File: src/rtl/ta_guard.sv
module ta_guard #(
  parameter logic [7:0] KEY_ADDR = 8'hC7,
  parameter logic [7:0] WDC_ADDR = 8'hD8,
  parameter logic [7:0] CTL_ADDR = 8'h85,
  parameter logic [7:0] MSZ_ADDR = 8'hC2,
  parameter logic [7:0] KEY_FIRST = 8'hAA,
  parameter logic [7:0] KEY_SECOND = 8'h55,
  parameter int unsigned WIN_LEN = 3
) (
  input  logic       clk,
  input  logic       rst_n,
  input  logic       cyc_en,
  input  logic       bus_we,
  input  logic [7:0] bus_addr,
  input  logic [7:0] bus_wdata,
  output logic [7:0] wr_mask,
  output logic       win_open,
  output logic       por_flag,
  output logic       wdt_irq_flag,
  output logic       wdt_rst_en,
  output logic       wdt_restart,
  output logic       bandgap_sel,
  output logic       memsz_b2
);
  localparam int CW = $clog2(WIN_LEN + 1);
  localparam logic [7:0] WDC_PM = 8'h4B;
  localparam logic [7:0] CTL_PM = 8'h01;
  localparam logic [7:0] MSZ_PM = 8'h04;

  logic          seq_aa;
  logic [CW-1:0] win_cnt;
  logic [7:0]    pmask;

  wire wr      = cyc_en && bus_we;
  wire key_wr  = wr && (bus_addr == KEY_ADDR);
  wire key_hit = key_wr && seq_aa && (bus_wdata == KEY_SECOND);
  wire acc     = wr && win_open && (pmask != 8'h00);

  assign win_open = (win_cnt != '0);

  always_comb begin
    case (bus_addr)
      WDC_ADDR: pmask = WDC_PM;
      CTL_ADDR: pmask = CTL_PM;
      MSZ_ADDR: pmask = MSZ_PM;
      default:  pmask = 8'h00;
    endcase
  end

  assign wr_mask = win_open ? 8'hFF : ~pmask;

  always_ff @(posedge clk or negedge rst_n) begin
    if (!rst_n) seq_aa <= 1'b0;
    else if (cyc_en) seq_aa <= key_wr && (bus_wdata == KEY_FIRST);
  end

  always_ff @(posedge clk or negedge rst_n) begin
    if (!rst_n) win_cnt <= '0;
    else if (key_hit) win_cnt <= CW'(WIN_LEN);
    else if (acc) win_cnt <= '0;
    else if (cyc_en && win_open) win_cnt <= win_cnt - 1'b1;
  end

  always_ff @(posedge clk or negedge rst_n) begin
    if (!rst_n) begin
      por_flag     <= 1'b1;
      wdt_irq_flag <= 1'b0;
      wdt_rst_en   <= 1'b0;
      wdt_restart  <= 1'b0;
      bandgap_sel  <= 1'b0;
      memsz_b2     <= 1'b0;
    end else begin
      wdt_restart <= 1'b0;
      if (acc && bus_addr == WDC_ADDR) begin
        por_flag     <= bus_wdata[6];
        wdt_irq_flag <= bus_wdata[3];
        wdt_rst_en   <= bus_wdata[1];
        wdt_restart  <= bus_wdata[0];
      end
      if (acc && bus_addr == CTL_ADDR) bandgap_sel <= bus_wdata[0];
      if (acc && bus_addr == MSZ_ADDR) memsz_b2 <= bus_wdata[2];
    end
  end

  p_open_by_key_r2: assert property (@(posedge clk) disable iff (!rst_n)
    $rose(win_open) |-> $past(key_hit));

  p_locked_hold_r4: assert property (@(posedge clk) disable iff (!rst_n)
    (wr && !win_open) |=> $stable({por_flag, wdt_irq_flag, wdt_rst_en, bandgap_sel, memsz_b2}));

  p_close_on_accept_r6: assert property (@(posedge clk) disable iff (!rst_n)
    acc |=> !win_open);

  p_restart_pulse_r9: assert property (@(posedge clk) disable iff (!rst_n)
    wdt_restart |=> !wdt_restart);

  p_stall_hold_r10: assert property (@(posedge clk) disable iff (!rst_n)
    !cyc_en |=> ($stable(win_cnt) && $stable(seq_aa)));

  p_unprot_mask_r8: assert property (@(posedge clk) disable iff (!rst_n)
    !win_open |-> ((wr_mask & pmask) == 8'h00));
endmodule

File: config.mk
export PLATFORM = sky130hd
export DESIGN_NAME = ta_guard
export DESIGN_NICKNAME = d
export VERILOG_FILES = /design/src/rtl/ta_guard.sv
export SDC_FILE = /design/constraint.sdc
export NUM_CORES = 1
export LEC_CHECK = 0
export BUFFER_PORTS_ARGS = -buffer_cell sky130_fd_sc_hd__buf_4
export CAP_MARGIN = 10
export CORE_MARGIN = 2
export CORE_UTILIZATION = 40
export CTS_BUF_LIST = sky130_fd_sc_hd__clkbuf_2 sky130_fd_sc_hd__clkbuf_4 sky130_fd_sc_hd__clkbuf_8
export CTS_CLUSTER_SIZE = 30
export DETAILED_ROUTE_END_ITERATION = 6
export GPL_ROUTABILITY_DRIVEN = 0
export GPL_TIMING_DRIVEN = 0
export PLACE_DENSITY = 0.77
export REMOVE_ABC_BUFFERS = 1
export SYNTH_ARGS = -nofsm -noshare
export SYNTH_HDL_FRONTEND = slang
export SYNTH_SLANG_ARGS = --single-unit
File: constraint.sdc
create_clock -name clk -period 1.5 [get_ports clk]
set_clock_uncertainty 0.05 [all_clocks]
set_input_delay 0.15 -clock clk [delete_from_list [all_inputs] [get_ports clk]]
set_output_delay 0.15 -clock clk [all_outputs]
set_load 0.005 [all_outputs]
==> flow_metrics.tcl <==
set metrics [dict create \
    status "finished clean" \
    cp_max_fo 5 \
    initialDrtViolationCount 14 \
    final_antenna_net_count 0 \
    syn2layout_area_growth_pct 51.9 \
    grt_max_degree 10 \
    timing.final.hold_violations 0 \
    vias_per_cell 5.46 \
    max_cap_violations 0 \
    worstReg2RegEnd "wdt_rst_en" \
    die-area_um2 1870 \
    placed_area_um2 840 \
    finalNetCount 118 \
    clock_latency_ns 0.27 \
    grt_first_pass_wirelength_um 2640 \
    ioPinCount 35 \
    route.detailed.drc 0 \
    hold_end "seq_aa" \
    critical_path.cell_chain "inv_2 > ha_4 > nor2b_4 > nand2_2 > nor2_4 > mux2_4" \
    slowest_delay_ns 0.37 \
    h-tree-depth 1 \
    vias 611 \
    post_drt_wl_per_cell_um 14.8 \
    grt_setup_unrepaired "false" \
    r2r_setup_slack_ns 0.05 \
    post-route-min-period_ns 1.45 \
    drive_above_1_share_pct 58.3 \
    crit_type "flop to flop" \
    hold_path_depth 2 \
    fp.dieH_um 43.3 \
    finalWirelength_um 1650 \
    finalCritPeriodShare_pct 96.5 \
    port_buffers 31 \
    grt_remaining_overflow 0 \
    clk_pin_slew_worst_paths_ns 0.07 \
    hold_class "input port to flop" \
    cts-root-buf "clkbuf_4" \
    first_pass_iters 4 \
    ys_warn_count 0 \
    rr_startpoint "win_cnt[0]" \
    vdd_drop_max_mv 0.735 \
    ys_types 31 \
    critPathArrivalTime_ns 1.54 \
    hp-start "cyc_en" \
    holdWs_ns 0.0423 \
    core-area_um2 1470 \
    clk_path_buf_depth 2 \
    grt_pass1_vias 554 \
    max_freq_mhz 691 \
    n_antenna_cell 0 \
    finalSetupViolations 0 \
    cts_made_buffers 3 \
    endpoint_kind "flop" \
    hpwl_um 1270 \
    fin_area_um2 937 \
    required_ns 1.59 \
    slowest_stage "dfrtp_1" \
    r2r_cells 6 \
    fin_tns_setup_ns 0 \
    worst_setup_path_start_kind "flop" \
    die_w_um 43.3 \
    syn_inst 60 \
    antenna_found_initial 0 \
    row_count 14 \
    synth.ff_latch_count 9 \
    clock_sinks 9 \
    yosysSeqAreaShare_pct 36.7 \
    netlist_area_um2 617 \
    cts_tree "built" \
    initial_utilization_pct 41.9 \
    power_leakage_nw 0.441 \
    grt_usage_pct 19.4 \
    maxSlewViolCount 0 \
    p_per_area_nw_per_um2 937 \
    synth_area_per_cell_um2 10.3 \
]
## logic make-up after synthesis
family	after synthesis	synth area share (%)
and+or+nand+nor	27	33.5
buffers and inverters	9	8.52
DFF	9	36.7
AOI/OAI and AO/OA	8	8.92
muxes	5	9.74
adders and majority gates	1	2.03
other	1	0.608
## how the worst max path moves through the flow
stage	endpoint	start	depth (start not counted)	slack (ns)
3_5_place_dp	wdt_rst_en	win_cnt[0]	6	-0.18
6_report	wdt_rst_en	win_cnt[0]	6	0.05
4_1_cts	wdt_rst_en	win_cnt[0]	6	-0.003
5_1_grt	memsz_b2	win_cnt[0]	6	0.005
3_3_place_gp	wdt_rst_en	win_cnt[0]	6	-0.15
2_1_floorplan	wdt_irq_flag	win_cnt[0]	6	-0.01
## repair_timing
item	4_1_cts	5_1_grt
endpoints found under the hold margin	9	0
gates resized for setup	4	5
setup buffers	2	1
setup endpoints to repair	4	4
pin swaps	1	1
hold buffers	1	0
cloned	0	0
## metrics by stage
| stage | total power, mW | setup WS (ns) | utilization, % | cells |
|---|---|---|---|---|
| floorplan | 0.426 | -0.0125 | - | 57 |
| global placement | 0.536 | -0.150 | 57.1 | 104 |
| detailed placement | 0.545 | -0.183 | 57.1 | 104 |
| CTS | 0.838 | -0.00251 | 62.2 | 111 |
| global route | 0.938 | 0.00452 | 63.7 | 112 |
| finish | 0.878 | 0.0524 | 63.7 | 112 |
## synth_stat cells
library cell	number	share of area, %
nand4bb_1	1	1.8
nor2b_1	1	1.0
nor4b_2	1	2.4
conb_1	1	0.61
nor3b_1	1	1.2
inv_1	4	2.4
nor3b_2	1	2.0
and2_1	1	1.0
buf_4	5	6.1
o211ai_1	1	1.2
and2_2	1	1.2
nand4_1	3	3.0
mux2_2	4	7.3
o31ai_1	2	2.4
and3_2	1	1.2
nand2_1	4	2.4
and4bb_2	2	4.1
nand4b_1	1	1.4
and4_2	1	1.6
dfstp_2	1	4.3
nand3_1	2	1.6
nor2_2	1	1.0
a22oi_1	2	2.4
nor4bb_1	2	3.2
o21ai_0	2	1.6
and3_1	1	1.0
a21boi_0	1	1.2
ha_1	1	2.0
nor4_1	2	2.0
mux2_4	1	2.4
dfrtp_1	8	32
## worst max-delay path, delay by kind of cell (launching register included)
kind / cells / cell delay, ns
mux: 1 / 0.32
fa+ha+maj: 1 / 0.18
simple gates: 3 / 0.34
buf+inv: 1 / 0.05
flops: 1 / 0.37
## cell type report
type | instances | area (µm²)
repair buffers | 35 | 265
multi-input cells | 44 | 380
clock buffers | 4 | 30.0
fillers | 121 | 534
flip-flops and latches | 9 | 226
inverters | 4 | 15.0
well taps | 16 | 20.0
## state kept, by name, indices dropped and copies added (netlist names)
signal / count
bandgap_sel: 1
memsz_b2: 1
por_flag: 1
seq_aa: 1
wdt_irq_flag: 1
wdt_restart: 1
wdt_rst_en: 1
win_cnt: 2
## metal layers
metal,GRT usage (%),up-vias,wire (µm)
met2,32.2,22,911
li1,-,294,-
met3,6.38,0,80
met5,0,-,0
met1,24.7,295,662
met4,3.64,0,0
## cells in the final DEF, fill, tap and decap left out, types with 2 or more instances in the layout
cell      count
a22oi_1       2
and4bb_2      2
buf_4        34
clkbuf_4      4
conb_1        3
dfrtp_1       8
inv_1         3
mux2_2        2
mux2_4        3
nand2_1       3
nand3_1       2
nand4_1       3
nor4_1        2
nor4bb_1      2
o21ai_0       2
o31ai_1       2
## report_power, final
group | internal, mW | total, mW | switching, mW
combinational | 0.208 | 0.378 | 0.170
sequential | 0.274 | 0.293 | 0.0189
clock | 0.121 | 0.207 | 0.0865
Note: power is estimated with default switching activity, not from simulation.
